==> src/rtl/tdm_rx_pkg.sv <==
package tdm_rx_pkg;

    localparam int BASE_CHANS  = 32;
    localparam int RATE_STEPS  = 3;
    localparam int BITS_PER_CH = 8;
    localparam int CLK_PER_BIT = 2;
    localparam int MISS_LIMIT  = 3;
    localparam int AGREE_NEED  = 2;

    localparam int MAX_CHANS  = BASE_CHANS << (RATE_STEPS - 1);
    localparam int CH_W       = $clog2(MAX_CHANS);
    localparam int CLK_PER_CH = BITS_PER_CH * CLK_PER_BIT;
    localparam int SLOT_W     = $clog2(CLK_PER_CH);
    localparam int POS_W      = CH_W + SLOT_W;

    typedef enum logic [1:0] {
        RATE_LOW      = 2'd0,
        RATE_MID      = 2'd1,
        RATE_HIGH     = 2'd2,
        RATE_HIGH_ALT = 2'd3
    } rate_e;

    typedef struct packed {
        logic [BITS_PER_CH-1:0] data;
        logic [CH_W-1:0]        chan;
        logic                   valid;
    } rx_byte_t;

    // Phase value of the final clock period of a frame at the given rate.
    function automatic logic [POS_W-1:0] frame_last(rate_e r);
        int steps;
        steps = int'(r);
        if (steps > RATE_STEPS - 1) steps = RATE_STEPS - 1;
        return POS_W'((BASE_CHANS << steps) * CLK_PER_CH - 1);
    endfunction

endpackage

==> src/rtl/tdm_rx_timing.sv <==
module tdm_rx_timing
    import tdm_rx_pkg::*;
(
    input  logic             clk,
    input  logic             rst,
    input  logic             frame_n,
    input  logic             qual_on,
    input  rate_e            rate,
    output logic [POS_W-1:0] pos,
    output logic             rate_clear,
    output logic             frame_start,
    output logic             locked
);

    localparam int MISS_W  = $clog2(MISS_LIMIT + 1);
    localparam int AGREE_W = $clog2(AGREE_NEED + 1);

    rate_e              rate_q;
    logic [POS_W-1:0]   pos_q;
    logic [POS_W-1:0]   last_p;
    logic [MISS_W-1:0]  miss_q;
    logic [AGREE_W-1:0] agree_q;
    logic               fs_q;

    logic pulse, at_last, in_win, strike_out;
    logic accept, realign, stray, rate_chg;

    always_comb begin
        rate_chg   = (rate != rate_q);
        last_p     = frame_last(rate_q);
        pulse      = !frame_n;
        at_last    = (pos_q == last_p);
        in_win     = at_last || (pos_q == last_p - 1'b1) || (pos_q == '0);
        strike_out = (miss_q == MISS_W'(MISS_LIMIT - 1));
        accept     = pulse && (!qual_on || in_win || strike_out);
        realign    = accept && (!qual_on || !in_win);
        stray      = pulse && !accept;
    end

    always_ff @(posedge clk) begin
        if (rst) begin
            rate_q  <= rate;
            pos_q   <= '0;
            miss_q  <= '0;
            agree_q <= '0;
            fs_q    <= 1'b0;
        end else begin
            rate_q <= rate;
            fs_q   <= accept && !rate_chg;
            if (rate_chg) begin
                pos_q   <= '0;
                miss_q  <= '0;
                agree_q <= '0;
            end else begin
                pos_q <= (realign || at_last) ? '0 : pos_q + 1'b1;

                if (qual_on && pulse && !in_win)
                    miss_q <= strike_out ? '0 : miss_q + 1'b1;
                else if (accept)
                    miss_q <= '0;

                if (accept) begin
                    if (!in_win)
                        agree_q <= '0;
                    else if (agree_q != AGREE_W'(AGREE_NEED))
                        agree_q <= agree_q + 1'b1;
                end else if (stray) begin
                    agree_q <= '0;
                end
            end
        end
    end

    assign pos         = pos_q;
    assign rate_clear  = rate_chg;
    assign frame_start = fs_q;
    assign locked      = (agree_q == AGREE_W'(AGREE_NEED));

    a_r3_pos_in_frame: assert property (@(posedge clk) disable iff (rst)
        pos_q <= last_p);

    a_r2_pulse_realigns: assert property (@(posedge clk) disable iff (rst)
        (!qual_on && pulse && !rate_chg) |=> (pos_q == '0 && frame_start));

    a_r7_stray_keeps_count: assert property (@(posedge clk) disable iff (rst)
        (qual_on && pulse && !in_win && !strike_out && !rate_chg)
        |=> (!frame_start && pos_q == $past(pos_q) + 1'b1));

    a_r8_lock_at_boundary: assert property (@(posedge clk) disable iff (rst)
        $rose(locked) |-> frame_start);

    a_r9_rate_clears: assert property (@(posedge clk) disable iff (rst)
        rate_chg |=> (!locked && pos_q == '0));

endmodule

==> src/rtl/tdm_rx_shifter.sv <==
module tdm_rx_shifter
    import tdm_rx_pkg::*;
(
    input  logic             clk,
    input  logic             rst,
    input  logic             clear,
    input  logic [POS_W-1:0] pos,
    input  logic             ser_in,
    output rx_byte_t         rx_out
);

    logic [SLOT_W-1:0]      slot;
    logic                   sample;
    logic                   done;
    logic [BITS_PER_CH-2:0] sr_q;
    rx_byte_t               out_q;

    always_comb begin
        slot   = pos[SLOT_W-1:0];
        sample = (int'(slot) % CLK_PER_BIT) == CLK_PER_BIT - 1;
        done   = int'(slot) == CLK_PER_CH - 1;
    end

    always_ff @(posedge clk) begin
        if (rst) begin
            sr_q  <= '0;
            out_q <= '0;
        end else begin
            out_q.valid <= done && !clear;
            if (clear)
                sr_q <= '0;
            else if (sample)
                sr_q <= {sr_q[BITS_PER_CH-3:0], ser_in};
            if (done && !clear) begin
                out_q.data <= {sr_q, ser_in};
                out_q.chan <= pos[POS_W-1:SLOT_W];
            end
        end
    end

    assign rx_out = out_q;

    a_r5_single_strobe: assert property (@(posedge clk) disable iff (rst)
        out_q.valid |=> !out_q.valid);

    a_r9_no_strobe_on_clear: assert property (@(posedge clk) disable iff (rst)
        clear |=> !out_q.valid);

endmodule

==> src/rtl/tdm_frame_rx.sv <==
module tdm_frame_rx
    import tdm_rx_pkg::*;
(
    input  logic                   clk,
    input  logic                   rst,
    input  logic                   ser_in,
    input  logic                   frame_n,
    input  logic [1:0]             rate_sel,
    input  logic                   qual_en,
    input  logic                   qual_mode,
    output logic [BITS_PER_CH-1:0] byte_data,
    output logic [CH_W-1:0]        byte_chan,
    output logic                   byte_valid,
    output logic                   frame_start,
    output logic                   locked
);

    logic [POS_W-1:0] pos;
    logic             rate_clear;
    logic             qual_on;
    rx_byte_t         rx_byte;

    assign qual_on = qual_en & qual_mode;

    tdm_rx_timing timing_i (
        .clk         (clk),
        .rst         (rst),
        .frame_n     (frame_n),
        .qual_on     (qual_on),
        .rate        (rate_e'(rate_sel)),
        .pos         (pos),
        .rate_clear  (rate_clear),
        .frame_start (frame_start),
        .locked      (locked)
    );

    tdm_rx_shifter shifter_i (
        .clk    (clk),
        .rst    (rst),
        .clear  (rate_clear),
        .pos    (pos),
        .ser_in (ser_in),
        .rx_out (rx_byte)
    );

    assign byte_data  = rx_byte.data;
    assign byte_chan  = rx_byte.chan;
    assign byte_valid = rx_byte.valid;

    a_r1_quiet_reset: assert property (@(posedge clk)
        $past(rst) |-> (!byte_valid && !frame_start && !locked));

endmodule

==> config.mk <==
export PLATFORM = sky130hd
export DESIGN_NAME = tdm_frame_rx
export DESIGN_NICKNAME = d
export VERILOG_FILES = /design/src/rtl/tdm_rx_pkg.sv /design/src/rtl/tdm_rx_timing.sv /design/src/rtl/tdm_rx_shifter.sv /design/src/rtl/tdm_frame_rx.sv
export SDC_FILE = /design/constraint.sdc
export NUM_CORES = 1
export LEC_CHECK = 0
export ABC_CLOCK_PERIOD_IN_PS = 5700
export BUFFER_PORTS_ARGS = -buffer_cell sky130_fd_sc_hd__buf_2
export CAP_MARGIN = 10
export CORE_AREA = 8 8 85 49
export CTS_CLUSTER_DIAMETER = 200
export DETAILED_ROUTE_END_ITERATION = 10
export DIE_AREA = 0 0 93 57
export PLACE_DENSITY = 0.8
export SLEW_MARGIN = 5
export SYNTH_ARGS = -nofsm -noshare
export SYNTH_HDL_FRONTEND = slang
export SYNTH_SLANG_ARGS = --single-unit
==> constraint.sdc <==
create_clock -name clk -period 5.7 [get_ports clk]
set_input_delay 0 -clock clk [delete_from_list [all_inputs] [get_ports clk]]
set_output_delay 0 -clock clk [all_outputs]
set_load 0.01 [all_outputs]
## Word level (Yosys, flattened, before mapping)

Index checks and enable logic that the tools add are counted.

- Bitwise operators: 1
- Eq/ne operators: 8
- Reduce and logical (&&, ||, !) cells: 24
- Magnitude comparators: 1
- Shifts and indexed selects: 1
- $add $sub $neg: 5
- Multipliers: 0
- Divide/modulo/power cells: 0
- Muxes and demuxes: 8

Operators by type and width:

| operator | count |
|---|---|
| $eq A11 B11 Y1 | 2 |
| $mux W2 | 8 |
| $add A11 B1 Y11 const B | 1 |
| $logic_not A11 Y1 | 1 |
| $sub A11 B1 Y11 const B | 1 |
| $sub A11 B2 Y11 const B | 1 |
| $logic_and A1 B1 Y1 | 7 |
| $shl A6 B2 Y7 const A | 1 |
| $logic_or A1 B1 Y1 | 6 |
| $logic_not A1 Y1 | 5 |
| $add A2 B1 Y2 const B | 2 |
| $eq A2 B2 Y1 const B | 2 |
| $eq A4 B1 Y1 const B | 1 |
| $reduce_bool A2 Y1 | 2 |
| $ne A3 B3 Y1 const B | 1 |
| $reduce_or A3 Y1 | 1 |
| $gt A2 B2 Y1 const B | 1 |
| $ne A2 B2 Y1 | 1 |
| $ne A2 B2 Y1 const B | 1 |
| $reduce_and A2 Y1 | 1 |
| $reduce_or A2 Y1 | 1 |
| $and A1 B1 Y1 | 1 |

- Output and inout bits: 18
- Input port bits: 8
- Flip-flop bits (word level): 41
- Latch bits: 0
- Memories kept: 0
- Word-level logic and storage cells: 57
- RAM bits: 0
- ROM bits: 0

## Longest topological paths before layout

- Word-level depth: 15
- Mapped depth: 9
- Depth with buffers taken out: 7

## Cells and area by module

Synthesis repeated with hierarchy kept, for this count alone.

- Cells, all modules: 192
- Area total of the unflattened synthesis: 1860.5 µm²

Modules (own cells, without submodules):

| module | cells each | times used | seq. area each (µm²) | area each (µm²) |
|---|---|---|---|---|
| tdm_rx_shifter | 93 | 1 | 460.4 | 980.9 |
| tdm_rx_timing | 98 | 1 | 360.3 | 873.3 |
| tdm_frame_rx | 1 | 1 | 0.0 | 6.3 |

## Worst setup path before layout

Ideal clock, no wire load.

- Path kind: reg-to-reg
- From: reg timing_i.pos_q[0], in the netlist timing_i.pos[0]
- To: reg timing_i.miss_q[1]
- Clock period less this slack: 2071 ps
- Required time: 5629 ps
- Stages on the path, launching flop included: 9
- Setup slack: 3629 ps
- Data arrival time: 2000 ps
- Library setup time: 71 ps
- Path buffers: 1
- Cell sequence: dfxtp_1 > clkbuf_1 > inv_1 > ha_1 > nor2_1 > nor3b_1 > a31o_4 > or4_1 > a21oi_1

- Cells in the longest elaborated chain, start to end: 7
- Elaborated cells between the ends (all ways): 12
- Those cells by class: 2 x eq/ne; 1 x mux; 9 x reduce/logical

Ends and longest elaborated chain:

| element | line | RTL |
|---|---|---|
| start: declaration | tdm_rx_timing.sv:19 | `logic [POS_W-1:0] pos_q;` |
| start signal: assignment | tdm_rx_timing.sv:55 | `pos_q <= (realign \|\| at_last) ? '0 : pos_q + 1'b1;` |
| $eq A11 B11 Y1, on equally long branches | tdm_rx_timing.sv:32, tdm_rx_timing.sv:33 |  |
| $logic_or A1 B1 Y1 | tdm_rx_timing.sv:33 | `in_win = at_last \|\| (pos_q == last_p - 1'b1) \|\| (pos_q == '0);` |
| $logic_or A1 B1 Y1 * | tdm_rx_timing.sv:33 |  |
| $logic_or A1 B1 Y1 (2 in series) | tdm_rx_timing.sv:35 | `accept = pulse && (!qual_on \|\| in_win \|\| strike_out);` |
| $logic_and A1 B1 Y1 | tdm_rx_timing.sv:35 |  |
| $reduce_bool A2 Y1 (no line) | -- |  |
| end signal: assignment | tdm_rx_timing.sv:58 | `miss_q <= strike_out ? '0 : miss_q + 1'b1;` |
| end: declaration | tdm_rx_timing.sv:21 | `logic [MISS_W-1:0] miss_q;` |

Mark *: on every way between the ends. The rest lies on a longest branch, timed or not.
A chain may end at the register's enable or synchronous reset.

## Worst setup path after layout

- From: reg timing_i.pos_q[0], in the netlist timing_i.pos[0]
- To: reg shifter_i.out_q, in the netlist shifter_i.rx_out[13]

- Cells in the longest elaborated chain, start to end: 2

Ends and longest elaborated chain:

| element | line | RTL |
|---|---|---|
| $eq A4 B1 Y1 | tdm_rx_shifter.sv:21 | `done = int'(slot) == CLK_PER_CH - 1;` |
| $logic_and A1 B1 Y1 | tdm_rx_shifter.sv:34 | `if (done && !clear) begin` |
| end: declaration | tdm_rx_shifter.sv:16 | `rx_byte_t out_q;` |

Every way passes these cells.

==> metrics.txt <==
outcome=complete, no violations; syn avg cell area=9.54 um^2; Pint=0.439 mW; synthesized flop and latch total=41; largest net degree at the start of global routing=17; via count=1213; share of cells above drive strength 1=0.173; dpl hpwl=2.28 mm; initial core utilization=0.533; Worst Hold Depth=2; post-route cell area=1950 um^2; Max Cap Viol=0; Setup TNS=0 ns; Critical Path End Type=register; top post-synthesis cells by area=dfxtp_1, mux2i_1, nor2_1; WP data required=5.88 ns; Final Hold Slack=between 0.01 and 0.015 ns; min-delay src=frame_n; Reg area=821 um^2; vias per cell=4.97; Min Clock Period, post-route=2.47 ns; final setup fails=0; Antenna diodes=0; Pwr Total=0.555 mW; Die Area=roughly 5300 um^2; CP Buf/Inv Count=0; # rows=15; CP Class=register to register; initial antenna violation count=0; placed inst area=1800 um^2; Least-Margin Pin Slew=0.981 ns; worst hold path class=primary input to register; worst skew pair latency=0.30 ns; PD cells=285 nW/um^2; Root Driver=clkbuf_8; Fill cells=273; Overflow after GRT=0; critical-path cell list=ha_1 -> nand3_1 -> nor2_2 -> mux2i_1 -> nor2_1; Die Wd=between 90 and 100 um; drt total wl=approximately 3.3 mm; gp weighted congestion=0.797; VDD IR-drop max=0.157 mV; Multi-input gate area=783 um^2; final hold vios=0; CP Launch Type=register; Mapped Area=1660 um^2; P_sw=0.116 mW; Clock transition at path regs=0.08 ns; Sw Ratio=0.209; Achievable Freq=406 MHz; max-slew violation count=0; vias in the first global route=1099; Worst R2R Path Depth=5; sequential cell area fraction in the yosys report=0.494; Max-slew headroom=0.345; post_cts resized=0; CP Max Fanout=15; Mapped Cells=174; quantity of I/O buffers inserted on ports=25; FF-to-FF setup slack=3.23 ns; R2R Path Start=timing_i.pos[0]$_SDFF_PP0_; P_leak=~0.72 nW; crit path DAT=2.65 ns; CP delay by family, top=simple AND/OR/NAND/NOR gates; first-pass GRT wire length=5.40 mm; Nets=213; DRC viols=0; Die H=57 um; post-synth top area cell=dfxtp_1; I/O pin count=26; Worst Clk Skew=0.0101 ns; crit share post-route=0.433; Synth cell types=30; Mapped Nets=186; total CTS buffers=5; drt first-iter violations=64; GRT Total Usage=0.130; Worst Hold End=timing_i.frame_start$_SDFF_PP0_; CORE AREA=just over 3000 um^2; critical path's slowest cell=nor2_2; total iterations of the first detailed-routing run=4; H-tree Lvls=2; clock sinks=41; combinational share of power=0.038; Slowest Stage Delay on Critical Path=~0.78 ns; ANT nets after route=0; Area Overhead vs Synth=17.5%; CTS tree=yes; CTS Buffer Depth=2; Yosys Warn Count=0; RSZ-0062 raised after global routing=no; Synth top area share=0.494; utilization after layout=0.626; DR WL/cell=13.7 um; clock power share=0.439; r2r endpoint=shifter_i.rx_out[13]$_SDFFE_PP0P_; sequential power share=0.523
-- synth_stat cells --
cell type / count
xnor2_1: 7
nor2_2: 1
or3_1: 2
a311oi_1: 1
ha_1: 4
o31ai_1: 2
nor4_1: 3
o21ai_1: 2
buf_4: 1
or4_1: 1
a21oi_1: 5
and2_1: 1
and4b_1: 1
a31o_4: 1
nor3b_1: 2
nor2b_1: 1
nand3_1: 6
nand3b_1: 1
mux2i_1: 22
xor2_1: 5
buf_2: 3
dfxtp_1: 41
clkbuf_1: 4
nor3_1: 3
nand4_1: 1
and3_1: 3
nand2_1: 7
inv_1: 5
nor2_1: 37
nand2b_1: 1
-- worst max path at each step --
stage                                              endpoint  depth (start not counted)                  startpoint  slack, ns
after floorplan             timing_i.miss_q[1]$_SDFFE_PP0P_                          8  timing_i.pos[0]$_SDFF_PP0_       3.63
after global placement     shifter_i.rx_out[2]$_SDFFE_PP0P_                          5  timing_i.pos[0]$_SDFF_PP0_       3.35
after detailed placement   shifter_i.rx_out[1]$_SDFFE_PP0P_                          5  timing_i.pos[0]$_SDFF_PP0_       3.29
after CTS                 shifter_i.rx_out[13]$_SDFFE_PP0P_                          5  timing_i.pos[0]$_SDFF_PP0_       3.22
after global routing       shifter_i.rx_out[4]$_SDFFE_PP0P_                          5  timing_i.pos[0]$_SDFF_PP0_       3.08
final                     shifter_i.rx_out[13]$_SDFFE_PP0P_                          5  timing_i.pos[0]$_SDFF_PP0_       3.23
-- cells in the final DEF, fill, tap and decap left out, drive strengths merged --
cell	n
a21oi	5
a311oi	1
a31o	1
and2	1
and3	3
and4b	1
buf	25
bufinv	1
clkbuf	6
clkinvlp	1
dfxtp	41
dlygate4sd3	3
ha	4
inv	5
mux2i	22
nand2	7
nand2b	1
nand3	6
nand3b	1
nand4	1
nor2	38
nor2b	1
nor3	3
nor3b	2
nor4	3
o21ai	2
o31ai	2
or3	2
or4	1
xnor2	7
xor2	5
-- metrics by stage --
stage	cells	setup WS, ns
2_1_floorplan	174	3.63
3_3_place_gp	233	3.35
3_5_place_dp	233	3.29
4_1_cts	244	3.22
5_1_grt	244	3.08
6_report	244	3.23
-- layout make-up --
type	count	share of cell area
Clock inverter	2	0.0192
Clock buffer	6	0.0423
Sequential cell	41	0.421
Tap cell	42	0.0269
Multi-Input combinational cell	120	0.402
Inverter	5	0.00962
Timing Repair Buffer	28	0.0795
-- flip-flops by register name, indices dropped and copies added (netlist names) --
signal	cells
shifter_i.rx_out	16
timing_i.pos	11
shifter_i.sr_q	7
timing_i.agree_q	2
timing_i.miss_q	2
timing_i.rate_q	2
timing_i.frame_start	1
-- what timing repair did --
item	CTS	global route
hold endpoints to repair	4	0
hold buffers	3	0
setup buffers	0	0
-- kinds of logic (layout without fill, tap and decap cells) --
family                     Yosys count  count (layout)  share of synthesized area
adders and majority gates            4               4                     0.0301
AOI/OAI and AO/OA                   11              11                     0.0460
muxes                               22              22                      0.133
DFF                                 41              41                      0.494
and+or+nand+nor                     71              71                      0.200
buffers and inverters               13              41                     0.0339
xor gates and xnor gates            12              12                     0.0633
-- power groups by stage --
stage               clock (mW)  sequential, mW  combinational (mW)
floorplan                    0           0.296              0.0143
global placement             0           0.297              0.0192
detailed placement           0           0.297              0.0195
CTS                      0.248           0.291              0.0212
global route             0.261           0.291              0.0234
finish                   0.243           0.291              0.0211
-- per-layer routing --
metal  GRT usage  share of wire  wire length [um]
met1       0.179           0.54              1790
met2       0.175           0.40              1340
met3      0.0444          0.050               167
met5           0              0                 0
met4      0.0614          0.013                43
No activity file was read; power rests on OpenSTA's default activity.
